**config.mk**
```make
export PLATFORM = sky130hd
export DESIGN_NAME = scp_port
export DESIGN_NICKNAME = d
export VERILOG_FILES = /design/src/rtl/scp_pkg.sv /design/src/rtl/scp_sync.sv /design/src/rtl/scp_regbank.sv /design/src/rtl/scp_fsm.sv /design/src/rtl/scp_port.sv
export SDC_FILE = /design/constraint.sdc
export NUM_CORES = 1
export LEC_CHECK = 0
export ABC_CLOCK_PERIOD_IN_PS = 12600
export BUFFER_PORTS_ARGS = -buffer_cell sky130_fd_sc_hd__buf_4
export CORE_UTILIZATION = 62
export DETAILED_ROUTE_END_ITERATION = 8
export GPL_TIMING_DRIVEN = 1
export PLACE_DENSITY_LB_ADDON = 0.3
export SLEW_MARGIN = 10
export SYNTH_ARGS = -nofsm -noshare
export SYNTH_HDL_FRONTEND = slang
export SYNTH_HIERARCHICAL = 1
export SYNTH_SLANG_ARGS = --single-unit
```
**constraint.sdc**
```tcl
create_clock -name clk -period 12.6 [get_ports clk]
set_input_delay 1.89 -clock clk [delete_from_list [all_inputs] [get_ports clk]]
set_output_delay 1.89 -clock clk [all_outputs]
set_load 0.005 [all_outputs]
```
**src/rtl/scp_pkg.sv**
```systemverilog
`timescale 1ns/1ps
package scp_pkg;
    localparam int DW   = 32;
    localparam int AW   = 5;
    localparam int IW   = 8;
    localparam int NREG = 4;
    localparam int CW   = $clog2(DW + 1);
    localparam int MODE_REG = 0;
    localparam int MODE_BIT = 0;

    typedef enum logic [2:0] {
        ST_IDLE,
        ST_INSTR,
        ST_WR,
        ST_RD,
        ST_DONE
    } scp_state_e;

    function automatic logic [CW-1:0] field_len(input logic [AW-1:0] a);
        case (a)
            5'd0:    return CW'(8);
            5'd1:    return CW'(16);
            5'd2:    return CW'(32);
            5'd3:    return CW'(24);
            default: return CW'(8);
        endcase
    endfunction

    function automatic logic [DW-1:0] field_mask(input logic [AW-1:0] a);
        logic [CW-1:0] n;
        n = field_len(a);
        if (n >= CW'(DW)) return '1;
        return (DW'(1) << n) - DW'(1);
    endfunction
endpackage

```
**src/rtl/scp_sync.sv**
```systemverilog
`timescale 1ns/1ps
module scp_sync #(
    parameter int         W       = 3,
    parameter int         STAGES  = 2,
    parameter logic [W-1:0] RST_VAL = '0
) (
    input  logic         clk,
    input  logic         rst_n,
    input  logic [W-1:0] d,
    output logic [W-1:0] q
);
    logic [W-1:0] stg [STAGES];

    always_ff @(posedge clk or negedge rst_n) begin
        if (!rst_n) begin
            for (int i = 0; i < STAGES; i++) stg[i] <= RST_VAL;
        end else begin
            stg[0] <= d;
            for (int i = 1; i < STAGES; i++) stg[i] <= stg[i-1];
        end
    end

    assign q = stg[STAGES-1];
endmodule

```
**src/rtl/scp_regbank.sv**
```systemverilog
`timescale 1ns/1ps
module scp_regbank
    import scp_pkg::*;
(
    input  logic               clk,
    input  logic               rst_n,
    input  logic               wr_en,
    input  logic [AW-1:0]      wr_addr,
    input  logic [DW-1:0]      wr_data,
    input  logic [AW-1:0]      rd_addr,
    output logic [DW-1:0]      rd_data,
    output logic               mode3,
    output logic [NREG*DW-1:0] bank
);
    genvar g;
    generate
        for (g = 0; g < NREG; g++) begin : g_reg
            logic [DW-1:0] r_q;
            always_ff @(posedge clk or negedge rst_n) begin
                if (!rst_n) begin
                    r_q <= '0;
                end else if (wr_en && (wr_addr == AW'(g))) begin
                    r_q <= wr_data & field_mask(AW'(g));
                end
            end
            assign bank[g*DW +: DW] = r_q;
        end
    endgenerate

    always_comb begin
        rd_data = '0;
        for (int i = 0; i < NREG; i++) begin
            if (rd_addr == AW'(i)) rd_data = bank[i*DW +: DW];
        end
    end

    assign mode3 = bank[MODE_REG*DW + MODE_BIT];

    // the bank only moves on a commit pulse
    a_r5_bank_holds: assert property (@(posedge clk) disable iff (!rst_n)
        !wr_en |=> $stable(bank));

    // a commit to an unmapped address changes nothing
    a_r4_unmapped_ignored: assert property (@(posedge clk) disable iff (!rst_n)
        (wr_en && (wr_addr >= AW'(NREG))) |=> $stable(bank));
endmodule

```
**src/rtl/scp_fsm.sv**
```systemverilog
`timescale 1ns/1ps
module scp_fsm
    import scp_pkg::*;
(
    input  logic          clk,
    input  logic          rst_n,
    input  logic          abort,
    input  logic          rise,
    input  logic          fall,
    input  logic          cs_n_s,
    input  logic          sdi_s,
    input  logic          mode3,
    input  logic [DW-1:0] rd_data,
    output logic [AW-1:0] rd_addr,
    output logic          wr_en,
    output logic [AW-1:0] wr_addr,
    output logic [DW-1:0] wr_data,
    output logic          sdio_out,
    output logic          sdio_oe,
    output logic          sdo
);
    logic          xfer_rst;
    scp_state_e    state_q, state_d;
    logic [CW-1:0] bit_cnt_q;
    logic [CW-1:0] len_q;
    logic [AW-1:0] addr_q;
    logic [DW-1:0] shreg_q;
    logic [DW-1:0] wr_data_q;
    logic          drv_q, out_q, wr_q;
    logic          instr_last, data_last;
    logic [CW-1:0] next_len;

    assign xfer_rst   = !rst_n || abort;
    assign rd_addr    = {shreg_q[AW-2:0], sdi_s};
    assign next_len   = field_len(rd_addr);
    assign instr_last = rise && (bit_cnt_q == CW'(IW - 1));
    assign data_last  = rise && (bit_cnt_q == len_q - CW'(1));

    // state register
    always_ff @(posedge clk or posedge xfer_rst) begin
        if (xfer_rst) state_q <= ST_IDLE;
        else          state_q <= state_d;
    end

    // transitions
    always_comb begin
        state_d = state_q;
        if (cs_n_s) begin
            state_d = ST_IDLE;
        end else begin
            unique case (state_q)
                ST_IDLE:  state_d = ST_INSTR;
                ST_INSTR: if (instr_last) state_d = shreg_q[IW-2] ? ST_RD : ST_WR;
                ST_WR:    if (data_last) state_d = ST_DONE;
                ST_RD:    if (data_last) state_d = ST_DONE;
                ST_DONE:  state_d = ST_DONE;
                default:  state_d = ST_IDLE;
            endcase
        end
    end

    // datapath
    always_ff @(posedge clk or posedge xfer_rst) begin
        if (xfer_rst) begin
            bit_cnt_q <= '0;
            len_q     <= '0;
            addr_q    <= '0;
            shreg_q   <= '0;
            wr_data_q <= '0;
            drv_q     <= 1'b0;
            out_q     <= 1'b0;
            wr_q      <= 1'b0;
        end else begin
            wr_q <= 1'b0;
            if (cs_n_s) begin
                bit_cnt_q <= '0;
                drv_q     <= 1'b0;
                out_q     <= 1'b0;
            end else begin
                unique case (state_q)
                    ST_IDLE: bit_cnt_q <= '0;
                    ST_INSTR: begin
                        if (rise) begin
                            if (instr_last) begin
                                bit_cnt_q <= '0;
                                addr_q    <= rd_addr;
                                len_q     <= next_len;
                                shreg_q   <= shreg_q[IW-2] ?
                                             (rd_data << (DW - int'(next_len))) : '0;
                            end else begin
                                bit_cnt_q <= bit_cnt_q + CW'(1);
                                shreg_q   <= {shreg_q[DW-2:0], sdi_s};
                            end
                        end
                    end
                    ST_WR: begin
                        if (rise) begin
                            shreg_q <= {shreg_q[DW-2:0], sdi_s};
                            if (data_last) begin
                                wr_q      <= 1'b1;
                                wr_data_q <= {shreg_q[DW-2:0], sdi_s};
                            end else begin
                                bit_cnt_q <= bit_cnt_q + CW'(1);
                            end
                        end
                    end
                    ST_RD: begin
                        if (fall) begin
                            out_q   <= shreg_q[DW-1];
                            shreg_q <= {shreg_q[DW-2:0], 1'b0};
                            drv_q   <= 1'b1;
                        end
                        if (rise) begin
                            if (data_last) drv_q <= 1'b0;
                            else           bit_cnt_q <= bit_cnt_q + CW'(1);
                        end
                    end
                    ST_DONE: drv_q <= 1'b0;
                    default: drv_q <= 1'b0;
                endcase
            end
        end
    end

    // outputs
    always_comb begin
        wr_en    = wr_q;
        wr_addr  = addr_q;
        wr_data  = wr_data_q;
        sdio_oe  = drv_q && !mode3;
        sdio_out = drv_q && !mode3 && out_q;
        sdo      = drv_q && mode3 && out_q;
    end

    a_r7_oe_only_in_read: assert property (@(posedge clk) disable iff (xfer_rst)
        sdio_oe |-> (state_q == ST_RD));

    a_r8_no_oe_three_wire: assert property (@(posedge clk) disable iff (xfer_rst)
        mode3 |-> !sdio_oe);

    a_r7_sdo_quiet_two_wire: assert property (@(posedge clk) disable iff (xfer_rst)
        !mode3 |-> !sdo);

    a_r2_deselect_idle: assert property (@(posedge clk) disable iff (xfer_rst)
        cs_n_s |=> (state_q == ST_IDLE));

    a_r4_count_in_field: assert property (@(posedge clk) disable iff (xfer_rst)
        (state_q == ST_WR || state_q == ST_RD) |-> (bit_cnt_q < len_q));

    a_r5_commit_at_end: assert property (@(posedge clk) disable iff (xfer_rst)
        wr_q |-> (state_q == ST_DONE));

    a_r9_abort_clears: assert property (@(posedge clk) disable iff (!rst_n)
        abort |-> (state_q == ST_IDLE && !sdio_oe && !sdo));
endmodule

```
**src/rtl/scp_port.sv**
```systemverilog
`timescale 1ns/1ps
module scp_port
    import scp_pkg::*;
#(
    parameter int SYNC_STAGES = 2
) (
    input  logic               clk,
    input  logic               rst_n,
    input  logic               sclk,
    input  logic               cs_n,
    input  logic               abort,
    input  logic               sdio_in,
    output logic               sdio_out,
    output logic               sdio_oe,
    output logic               sdo,
    output logic [NREG*DW-1:0] buf_regs
);
    logic          sclk_s, cs_n_s, sdi_s, sclk_d;
    logic          rise, fall;
    logic          mode3, wr_en;
    logic [AW-1:0] rd_addr, wr_addr;
    logic [DW-1:0] rd_data, wr_data;

    scp_sync #(.W(3), .STAGES(SYNC_STAGES), .RST_VAL(3'b010)) u_sync (
        .clk   (clk),
        .rst_n (rst_n),
        .d     ({sclk, cs_n, sdio_in}),
        .q     ({sclk_s, cs_n_s, sdi_s})
    );

    always_ff @(posedge clk or negedge rst_n) begin
        if (!rst_n) sclk_d <= 1'b0;
        else        sclk_d <= sclk_s;
    end

    assign rise = sclk_s && !sclk_d;
    assign fall = !sclk_s && sclk_d;

    scp_fsm u_fsm (
        .clk      (clk),
        .rst_n    (rst_n),
        .abort    (abort),
        .rise     (rise),
        .fall     (fall),
        .cs_n_s   (cs_n_s),
        .sdi_s    (sdi_s),
        .mode3    (mode3),
        .rd_data  (rd_data),
        .rd_addr  (rd_addr),
        .wr_en    (wr_en),
        .wr_addr  (wr_addr),
        .wr_data  (wr_data),
        .sdio_out (sdio_out),
        .sdio_oe  (sdio_oe),
        .sdo      (sdo)
    );

    scp_regbank u_bank (
        .clk     (clk),
        .rst_n   (rst_n),
        .wr_en   (wr_en),
        .wr_addr (wr_addr),
        .wr_data (wr_data),
        .rd_addr (rd_addr),
        .rd_data (rd_data),
        .mode3   (mode3),
        .bank    (buf_regs)
    );
endmodule

```
# [Word level (Yosys, flattened, before mapping)]
# Index checks and enable logic that the tools add are counted.
# Widths: inputs -> output; s select.
[totals] register_bits=174 inputBits=6 output_inout_bits=131 elab_cells=108
[op_classes] n_addsub=3 eq_ne=21 shift=1 muxes=34 bitwise=1 n_reduce_logical=32
[ops] operator="$mux 32" count=8
[ops] operator="$pmux 32 s3" count=1
[ops] operator="$pmux 6 s3" count=2
[ops] operator="$shl 32x32->32" count=1
[ops] operator="$mux 6" count=5
[ops] operator="$eq 5x2->1 const B" count=4
[ops] operator="$logic_and 1x1->1" count=12
[ops] operator="$mux 1" count=12
[ops] operator="$pmux 3 s4" count=1
[ops] operator="$reduce_and 4->1" count=3
[ops] operator="$eq 5x1->1 const B" count=2
[ops] operator="$logic_not 5->1" count=2
[ops] operator="$mux 3" count=3
[ops] operator="$mux 8" count=1
[ops] operator="$sub 6x6->7 const A" count=1
[ops] operator="$add 6x1->6 const B" count=1
[ops] operator="$eq 3x2->1 const B" count=2
[ops] operator="$eq 6x3->1 const B" count=1
[ops] operator="$eq 6x6->1" count=1
[ops] operator="$ne 2x1->1 const B" count=3
[ops] operator="$ne 3x1->1 const B" count=2
[ops] operator="$ne 3x2->1 const B" count=2
[ops] operator="$sub 6x1->6 const B" count=1
[ops] operator="$reduce_and 5->1" count=1
[ops] operator="15 further kinds" count=20

# [Logic depth before layout (Yosys ltp)]
# Gate-level depths: netlist of run 1.
[depth] ltp_word=10 ltp_mapped=12 mapped_depth_nobuf=8

# [Modules after synthesis]
# The synthesis of run 1 kept the hierarchy.
[modules_own_cells] module="scp_fsm" instances=1 cells_each=401 area_each_um2=4448.0 seq_area_each_um2=2102.0
[modules_own_cells] module="scp_regbank" instances=1 cells_each=300 area_each_um2=4052.6 seq_area_each_um2=2001.9
[modules_own_cells] module="scp_sync" instances=1 cells_each=9 area_each_um2=175.2 seq_area_each_um2=152.6
[modules_own_cells] module="scp_port" instances=1 cells_each=3 area_each_um2=40.0 seq_area_each_um2=25.0

# [Worst setup path after synthesis of run 1]
# OpenSTA, ideal clock, no wires.
[synth_timing] kind="register -> register" start="register u_fsm.shreg_q[3]" end="register u_fsm.shreg_q[10]" setup_ns=0.090 arrival_time_ns=2.958 t_required_ns=12.510 path_slack_ns=9.551 path_stages_with_launch=11 path_buffers=4 period_less_slack_ns=3.049 path_cell_list="dfrtp_1 or3_1 a21oi_1 buf_2 buf_2 ha_1 clkbuf_1 nor2b_1 or4b_1 clkbuf_1 o221ai_1"
[synth_via] elab_chain_cells=10 elab_cells_between_ends=15 classes_between="1 x add/sub; 3 x eq/ne; 1 x shift; 9 x mux; 1 x reduce/logical"
[synth_lines] element="from (decl)" line="scp_fsm.sv:27" rtl="logic [DW-1:0] shreg_q;"
[synth_lines] element="from (signal assigned)" line="scp_fsm.sv:88" rtl="shreg_q <= shreg_q[IW-2] ?"
[synth_lines] element="from (signal assigned)" line="scp_fsm.sv:92" rtl="shreg_q <= {shreg_q[DW-2:0], sdi_s};"
[synth_lines] element="from (signal assigned)" line="scp_fsm.sv:98" rtl="shreg_q <= {shreg_q[DW-2:0], sdi_s};"
[synth_lines] element="branches (longest 5 deep; another with $sub 6x6->7)"
[synth_lines] element="$shl 32x32->32 (*)" line="scp_fsm.sv:89" rtl="(rd_data << (DW - int'(next_len))) : '0;"
[synth_lines] element="$mux 32 (*)" line="scp_fsm.sv:88"
[synth_lines] element="$mux 32 (*)" line="scp_fsm.sv:84" rtl="if (instr_last) begin"
[synth_lines] element="$mux 32 (*)" line="scp_fsm.sv:83" rtl="if (rise) begin"
[synth_lines] element="$pmux 32 s3 (*)" line="scp_fsm.sv:80" rtl="unique case (state_q)"
# Every way passes the cells marked *. The select of a mux whose other input is x is not followed.
# A chain may end at the register's enable or synchronous reset.

# [Worst setup path in the final report of run 1]
[layout_timing] start="register u_fsm.shreg_q[0]" end="register u_fsm.shreg_q[12]"
# The elaborated chain is that of the path after synthesis.

==> reports/metrics.yaml, run 1 <==
outcome: "finished, final reports clean"
ys_ff_latch: 171
cts.clk_slew.worst_paths_ns: 0.06
gr-total-overflow: 0
dpl_cell_area_um2: 9150
cts_tree: "done"
drcViolationCount: 0
yosysSeqAreaShare: 0.491
synth_cells: 713
yosys.area.top_type: "dfrtp_1"
post_cts_buffers: 0
die_y_um: 121
ys.flop_type: "dfrtp_1"
hold_slack_ns: 0.355
postCtsResizedCells: 0
grt_pass1_vias: 5768
fp.dieArea_um2: 14500
powerDensity_nw_per_um2: 127
antennaDiodeCount: 0
grt_usage: 0.284
path_buf_inv: 0
hold_viol: 0
synth-edff-count: 0
power_switching_share: 0.254
post_drt_wl_per_cell_um: 20.1
whs_endpoint: "u_sync/q[2]"
slowest_delay_ns: 1.03
num_io_pins: 137
maxCapViolCount: 0
critical_path_class: "reg -> reg"
use_met2: 0.446
crit_fanout: 26
slew_headroom: 0.229
required_ns: 12.92
route.vias.total: 5728
grt_pass1_wl_um: 31100
drtAntennaViolNets: 0
switching_power_uw: 314
finalCritPeriodShare: 0.283
root_buffer: "clkbuf_16"
clock_power_share: 0.432
grt.met3_usage: 0.0590
die_width_um: 121
nets: 783
setup_viol: 0
antenna_found_initial: 0
start_util: 0.648
avgSynthCellArea_um2: 12.2
rows: 42
postCtsHoldBufs: 0
r2r_slack_ns: 9.04
critPathSlowestCell: "dfrtp_1"
grt_busiest_layer: "met2"
clock.fmax_mhz: 281
worstReg2RegStart: "u_fsm/shreg_q[0]"
viasPerCell: 5.95
worst-path-stages: 6
worst_pin_slew_ns: 1.15
synth.distinct_cells: 58
leakage_uw: 0.00486
rsz0062_at_grt: "false"
clock-sinks: 171
crit_family: "simple AND/OR/NAND/NOR gates"
yosys-top-cells-area: "dfrtp_1 49%, mux2_2 13%, mux2i_1 5.7%"
pwr-share-seq: 0.466
end_kind: "flip-flop"
post-synth-top-count-cell: "dfrtp_1"
drv_slew: 0
holdCritPathClass: "reg -> reg"
finalSetupTns_ns: 0
numCtsBuffers: 17
place_congestion: 0.866
crit_path_cell_trace: "nand2b_1 -> a21oi_4 -> ha_1 -> nor2b_1 -> or4b_1 -> o221ai_1"
period_needed_ns: 3.56
reg2reg_to: "u_fsm/shreg_q[12]"
clockBufferDepth: 2
syn_area_um2: 8720
fin_area_um2: 9750
yosysTopAreaCellShare: 0.485
grt_max_degree: 83
finClkSkew_ns: 0.0130
cts_max_level: 4
p_int_uw: 921
area_growth_pct: 11.9
yosys_warnings: 6
dr.pass1.iters: 6
combPwrFrac: 0.102
hpwl_um: 12800
clk_latency_ns: 0.44
drt-initial-drc-count: 424
synth_common_cells: "169 x dfrtp_1, 99 x mux2_2, 59 x buf_4, 51 x nand2_1, 50 x mux2i_1"
portBuffers: 88
drt_wl_total_um: 19300
drive_gt1_frac: 0.348
critPathLaunchType: "flip-flop"
hold_path_depth: 0
rr_worst_depth: 6
irDropWorstVdd_mv: 0.0885
synthArstFlopShare: 1.00
min_from: "u_sync/stg[5]"
worstPathArrival_ns: 3.88
coreArea_um2: 13500
use_met1: 0.389
## power by group through the flow
stage	registers (µW)	clock network, µW	logic [µW]
finish	576	533	126
global route	577	566	139
floorplan	575	0	121
CTS	575	541	126
detailed placement	585	0	125
global placement	584	0	121
## worst reg2reg max path: stages, from the launching register on
cell and delay [ns]:
dfrtp_1 1.03, nand2b_1 0.30, a21oi_4 0.21, ha_1 0.57, nor2b_1 0.32, or4b_1 0.73, o221ai_1 0.30
## through the flow
stage / total power, µW / cells / util / setup slack, ns
final: 1240 / 963 / 0.725 / 9.04
after global routing: 1280 / 963 / 0.725 / 8.79
after CTS: 1240 / 963 / 0.725 / 9.12
after detailed placement: 710 / 931 / 0.680 / 9.12
after global placement: 705 / 931 / 0.680 / 9.21
after floorplan: 695 / 760 / - / 5.48
## cells by family (layout without fill, tap and decap cells)
kind of cell / count (synthesis) / in the layout / share of synthesized area
compound gates: 76 / 76 / 0.0635
xor+xnor: 4 / 4 / 0.00574
fa+ha+maj: 3 / 3 / 0.00431
buf+inv: 109 / 136 / 0.0847
flops: 171 / 171 / 0.491
mux: 184 / 184 / 0.253
other cells: 1 / 48 / 0.000430
simple gates: 165 / 165 / 0.0976
## placed cells by master (no fill, tap or decap), types with 3 or more instances in the layout
cell type | Yosys | final
inv_1 | 8 | 8
buf_4 | 59 | 96
a22oi_1 | 8 | 8
a221o_1 | 16 | 16
clkinv_2 | 0 | 4
mux4_2 | 8 | 8
nor2_1 | 41 | 41
conb_1 | 1 | 48
ha_1 | 3 | 3
mux2i_1 | 50 | 50
nand2b_1 | 5 | 5
nand2_1 | 51 | 50
o21ai_0 | 21 | 21
nand3_1 | 13 | 13
bufinv_16 | 0 | 3
mux2_2 | 99 | 99
dfrtp_1 | 169 | 169
o221ai_1 | 9 | 9
nor2b_1 | 14 | 13
and2_1 | 15 | 15
mux2_4 | 27 | 27
and3_1 | 4 | 4
a31oi_1 | 6 | 6
clkbuf_16 | 0 | 17
or3_1 | 3 | 3
a21oi_1 | 5 | 4
## metal layers
| metal | up-vias | part of all wire |
|---|---|---|
| met5 | - | 0 |
| met4 | 0 | 0.026 |
| met3 | 32 | 0.046 |
| met2 | 216 | 0.49 |
| met1 | 2918 | 0.44 |
| li1 | 2562 | - |
## worst max-delay path by stage
stage / startpoint / to / slack, ns
3_3_place_gp: rst_n / u_fsm/shreg_q[17] / 9.21
5_1_grt: u_fsm/shreg_q[0] / u_fsm/shreg_q[9] / 8.79
6_report: u_fsm/shreg_q[0] / u_fsm/shreg_q[12] / 9.04
3_5_place_dp: rst_n / u_fsm/wr_data[16] / 9.12
2_1_floorplan: abort / u_fsm/bit_cnt_q[0] / 5.48
4_1_cts: u_fsm/shreg_q[0] / u_fsm/shreg_q[9] / 9.12
## final cells by class
| cell class | count | area [µm²] |
|---|---|---|
| sequential | 171 | 4280 |
| inverter | 8 | 30.0 |
| timing repair buffer | 96 | 721 |
| clock buffer | 21 | 460 |
| tap | 176 | 220 |
| multi-input combinational | 480 | 3890 |
| fill | 924 | 3700 |
| clock inverter | 11 | 143 |
## sequential cells by signal, indices dropped and copies added (netlist names)
signal,cells
u_fsm/drv_q,1
u_fsm/bit_cnt_q,6
u_fsm/wr_addr,5
u_bank/g.r_q,80
u_fsm/len_q,3
u_sync/stg,3
u_fsm/out_q,1
u_fsm/state_q,3
u_fsm/wr_data,32
sclk_d,1
u_sync/q,3
u_fsm/wr_en,1
u_fsm/shreg_q,32
(Power assumes the default switching activity.)
==> run 2, diff against run 1 <==
Settings changed: ABC_CLOCK_PERIOD_IN_PS 12600 to 3500, CORE_UTILIZATION 62 to 57.
Clock period 12.6 ns to 3.5 ns, I/O delays scaled along.
==> run 2 against run 1 <==
  * The flow now finishes with violations (design-rule violations)
  * Non-clock buffer count increased by 5
  * Critical path depth unchanged
  * Combinational power increased to 3.8 times the previous value
  * Final area about the same
  * Critical path type unchanged
==> reports/metrics.yaml, run 2 (synthesis results as in run 1) <==
outcome: "finished, violations left"
violations: "design-rule violations"
finalSetupTns_ns: 0  # unchanged
cts_tree: "done"
place_congestion: 0.896  # +3.4%
area_growth_pct: 12.0  # about the same
critical_path_class: "reg -> reg"
gr-total-overflow: 0  # unchanged
root_buffer: "clkbuf_16"
met3WireLength_um: 1080  # +21%
irDropWorstVdd_mv: 0.316  # +260%
drt_wl_total_um: 19100  # -1.2%
antenna_found_initial: 0  # unchanged
holdCritPathClass: "in -> async"
hold_slack_ns: 0.00794  # -0.347 ns
post_drt_wl_per_cell_um: 19.6  # -2.3%
met1Wirelength_um: 8650  # +1.6%
die_width_um: 126  # +4.2%
final_cell_mix: "169 x dfrtp_1, 101 x buf_4, 99 x mux2_2"
leakage_uw: 0.00487  # about the same
worst_pin_slew_ns: 1.25  # +0.100 ns
clockBufferDepth: 2  # unchanged
numCtsBuffers: 17  # unchanged
coreArea_um2: 14700  # +9.3%
fp.dieArea_um2: 15800  # +8.6%
postCtsHoldBufs: 0  # unchanged
nets: 788  # +0.64%
grt_pass1_vias: 5571  # -3.4%
hold_viol: 0  # unchanged
dr_wl_met2_um: 9100  # -3.4%
finalCritPeriodShare: 0.816  # +0.533
drv_slew: 0  # unchanged
clk_latency_ns: 0.43  # about the same
setup_viol: 0  # unchanged
finClkSkew_ns: 0.00857  # -0.00441 ns
drcViolationCount: 10  # +10
route.vias.total: 5721  # -0.12%
largest_register_ffs: 80  # unchanged
final_common_cell: "dfrtp_1"
rr_worst_depth: 6  # unchanged
worstPathArrival_ns: 3.16  # -0.72 ns
critPathLaunchType: "flip-flop"
portBuffers: 88  # unchanged
rows: 44  # +4.8%
num_io_pins: 137  # unchanged
end_kind: "flip-flop"
antennaDiodeCount: 0  # unchanged
clock.fmax_mhz: 350  # +25%
die_y_um: 126  # +4.2%
top_layer: "met4"
drtAntennaViolNets: 0  # unchanged
grt_usage: 0.251  # -0.0324
cts_max_level: 4  # unchanged
regMostFlops: "u_bank/g.r_q"
maxCapViolCount: 0  # unchanged
required_ns: 3.81  # -9.11 ns
clock-sinks: 171  # unchanged
post_cts_buffers: 0  # unchanged
hpwl_um: 13000  # +2.2%
drive_gt1_frac: 0.351  # +0.00248
drt-initial-drc-count: 458  # +8.0%
powerDensity_nw_per_um2: 445  # +250%
cts.clk_slew.worst_paths_ns: 0.06  # about the same
period_needed_ns: 2.86  # -0.706 ns
crit_fanout: 34  # +31%
viasPerCell: 5.87  # -1.3%
postCtsResizedCells: 0  # unchanged
grt_pass1_wl_um: 30700  # -1.2%
start_util: 0.593  # -0.0549
grt_max_degree: 65  # -22%
slew_headroom: 0.165  # -0.0641
dr.pass1.iters: 7  # +1
rsz0062_at_grt: "false"
==> run 2: cell count changes in the layout (fill, tap and decap cells not counted), moves of 2 or more <==
cell,delta
buf_4,+5
bufinv_16,-2
clkbuf_8,+3
clkinv_2,-2
==> run 2: area by class of cell <==
cell class / instances / area, µm²
sequential: 171 / 4280
clock buffer: 24 / 502
tap: 184 / 230
fill: 1075 / 4940
clock inverter: 6 / 62.6
timing repair buffer: 101 / 758
multi-input combinational: 480 / 3890
inverter: 8 / 30.0
==> run 2: report_power, final <==
| group | switching [µW] | internal [µW] |
|---|---|---|
| Clock | 741 | 1060 |
| Combinational | 322 | 157 |
| Sequential | 50.7 | 2010 |
==> run 2: path summary, 6_finish.rpt <==
| check | startpoint | to | slack, ns |
|---|---|---|---|
| worst min register to register | u_sync/stg[4] | u_sync/q[1] | 0.36 |
| worst max register to register | u_fsm/len_q[3] | u_fsm/wr_data[2] | 0.64 |
| worst min-delay path | rst_n | u_bank/g_reg[0].r_q[2] | 0.008 |
| worst max-delay path | u_fsm/len_q[3] | u_fsm/wr_data[2] | 0.64 |
| min in group clk | cs_n | u_sync/stg[4] | 0.20 |
| max in group asynchronous | rst_n | u_fsm/shreg_q[18] | 2.15 |
==> run 2: stage by stage <==
step / setup WS (ns) / power (µW) / instance area (µm²) / instances / util
after floorplan: 0.0557 / 2500 / 8890 / 760 / -
after global placement: 0.748 / 2550 / 9190 / 944 / 0.625
after detailed placement: 0.665 / 2570 / 9190 / 944 / 0.625
after CTS: 0.641 / 4370 / 9760 / 974 / 0.664
after global routing: 0.489 / 4490 / 9760 / 974 / 0.664
final: 0.645 / 4340 / 9760 / 974 / 0.664
==> run 2: critical path, cell delays in order (launching register included) <==
cell,delay [ns]
dfrtp_1,0.38
inv_1,0.06
ha_1,0.30
xnor2_1,0.18
nor4_4,0.38
or3b_2,0.94
mux2_4,0.47
==> run 2: routing by layer <==
metal	global-route usage	vias to the layer above
met5	0	-
met4	0.0854	0
met3	0.0467	22
met2	0.391	228
met1	0.358	2907
li1	-	2564
==> run 3, diff against run 2 <==
Settings changed: ABC_CLOCK_PERIOD_IN_PS 3500 to 2800.
Clock period 3.5 ns to 2.8 ns, I/O delays scaled along.
==> run 3 against run 2 <==
  * The run still ends with design-rule violations left
  * Clock power up 27%
  * Final area grew 1.2%
  * Clock-buffer cell count is 5 lower
  * Non-clock buffer count is 10 higher
  * Register-to-register slack got worse by 0.43 ns
  * First-iteration DRC count rose by 11%
  * Critical path depth grew 2
  * Largest power group unchanged
  * Highest routed layer unchanged
==> reports/metrics.yaml, run 3 (synthesis results as in run 1) <==
rows: 44  # unchanged
required_ns: 3.16  # -0.65 ns
antenna_found_initial: 0  # unchanged
maxCapViolCount: 0  # unchanged
cts.clk_slew.worst_paths_ns: 0.06  # about the same
finClkSkew_ns: 0.00981  # +0.00124 ns
worstPathArrival_ns: 2.95  # -0.21 ns
holdCritPathClass: "in -> reg"
dr.pass1.iters: 9  # +2
setup_viol: 0  # unchanged
irDropWorstVdd_mv: 0.372  # +18%
hold_viol: 0  # unchanged
place_congestion: 0.889  # -0.76%
min_from: "cs_n"
drcViolationCount: 10  # unchanged
nets: 798  # +1.3%
start_util: 0.593  # unchanged
coreArea_um2: 14700  # unchanged
post_cts_buffers: 0  # unchanged
final_common_cell: "dfrtp_1"
use_met2: 0.407  # +0.0160
num_io_pins: 137  # unchanged
grt_max_degree: 85  # +31%
powerDensity_nw_per_um2: 555  # +25%
drv_slew: 0  # unchanged
gr-total-overflow: 0  # unchanged
area_growth_pct: 13.3
post_drt_wl_per_cell_um: 19.4  # -1.2%
reg2reg_to: "u_fsm/shreg_q[28]"
root_buffer: "clkbuf_16"
whs_endpoint: "u_sync/stg[4]"
critical_path_class: "reg -> reg"
r2r_slack_ns: 0.22  # -0.43 ns
die_y_um: 126  # unchanged
die_width_um: 126  # unchanged
clockBufferDepth: 2  # unchanged
grt_usage: 0.254  # +0.00254
portBuffers: 88  # unchanged
antennaDiodeCount: 0  # unchanged
cts_max_level: 4  # unchanged
dp.cells: 953  # +0.95%
drive_gt1_frac: 0.360  # +0.00982
largest_register_ffs: 80  # unchanged
clock-sinks: 171  # unchanged
leakage_uw: 0.00492  # +1.2%
fill_cells: 1075  # unchanged
worstReg2RegStart: "u_sync/q[0]"
final_cell_mix: "169 x dfrtp_1, 108 x buf_4, 99 x mux2_2"
drt_wl_total_um: 19100  # -0.29%
violations: "design-rule violations"
crit_fanout: 11  # -68%
numCtsBuffers: 17  # unchanged
slew_headroom: 0.607  # +0.442
rsz0062_at_grt: "false"
finalCritPeriodShare: 0.922  # +0.106
grt_pass1_wl_um: 31100  # +1.3%
regMostFlops: "u_bank/g.r_q"
clk_latency_ns: 0.43  # about the same
drt-initial-drc-count: 508  # +11%
outcome: "finished, violations left"
grt_busiest_layer: "met2"
grt_pass1_vias: 5754  # +3.3%
cts_tree: "done"
rr_worst_depth: 8  # +2
hold_path_depth: 1
worst_pin_slew_ns: 0.590  # -0.664 ns
critPathLaunchType: "flip-flop"
period_needed_ns: 2.58  # -0.274 ns
finalSetupTns_ns: 0  # unchanged
hpwl_um: 13300  # +1.9%
end_kind: "flip-flop"
grt.met3_usage: 0.0438  # -0.00297
use_met1: 0.348  # -0.00974
clock.fmax_mhz: 387  # +11%
route.vias.total: 5755  # +0.59%
fin_cells: 983  # +0.92%
drtAntennaViolNets: 0  # unchanged
fp.dieArea_um2: 15800  # unchanged
viasPerCell: 5.85  # -0.33%
==> run 3: layout make-up <==
type / instances / area [µm²] / share of cell area
Timing Repair Buffer: 111 / 861 / 0.0872
Inverter: 8 / 30.0 / 0.00304
Clock buffer: 19 / 453 / 0.0459
Clock inverter: 10 / 119 / 0.0120
Tap cell: 184 / 230 / 0.0233
Sequential cell: 171 / 4280 / 0.434
Multi-Input combinational cell: 480 / 3900 / 0.395
==> run 3: worst max-delay path by stage <==
| stage | cells after the start | startpoint | endpoint | slack [ns] |
|---|---|---|---|---|
| after floorplan | 10 | u_fsm/shreg_q[3] | u_fsm/shreg_q[10] | 0.01 |
| final | 8 | u_sync/q[0] | u_fsm/shreg_q[28] | 0.22 |
| after detailed placement | 6 | u_fsm/shreg_q[3] | u_fsm/shreg_q[13] | 0.31 |
| after CTS | 7 | u_sync/q[0] | u_fsm/shreg_q[13] | 0.29 |
| after global placement | 7 | u_fsm/len_q[3] | u_fsm/wr_data[17] | 0.38 |
| after global routing | 8 | u_sync/q[0] | u_fsm/shreg_q[28] | 0.11 |
==> run 3: report_power, final <==
group	switching (µW)	internal (µW)	total, µW	leakage, µW
logic	409	216	626	0.00230
clock network	943	1350	2290	0.000273
registers	55.9	2510	2560	0.00235
==> run 3: metal layers <==
layer / share of wire / vias to the layer above
li1: - / 2573
met1: 0.44 / 2920
met2: 0.49 / 231
met3: 0.054 / 31
met4: 0.019 / 0
met5: 0 / -
==> run 3: repair_timing <==
item                       in CTS  in global routing
gates resized for setup         0                  0
setup endpoints to repair       0                  0
hold buffers                    1                  0
hold endpoints to repair       28                  0
==> run 3: stage by stage <==
| stage | total power (µW) | setup slack (ns) | util | instance area, µm² | hold WS [ns] |
|---|---|---|---|---|---|
| 5_1_grt | 5680 | 0.110 | 0.672 | 9870 | 0.0791 |
| 3_3_place_gp | 3200 | 0.376 | 0.632 | 9290 | 0.337 |
| 6_report | 5480 | 0.218 | 0.672 | 9870 | 0.0974 |
| 4_1_cts | 5520 | 0.286 | 0.672 | 9870 | 0.0794 |
| 2_1_floorplan | 3150 | 0.0142 | - | 8920 | 0.124 |
| 3_5_place_dp | 3230 | 0.305 | 0.632 | 9290 | 0.336 |
==> run 3: worst max-delay path: stages, from the launching register on <==
cell	delay [ns]
dfrtp_1	0.43
buf_4	0.24
buf_4	0.19
nor2b_1	0.47
a22oi_1	0.22
nor2_1	0.33
mux2i_1	0.25
mux2i_1	0.21
a221o_1	0.16
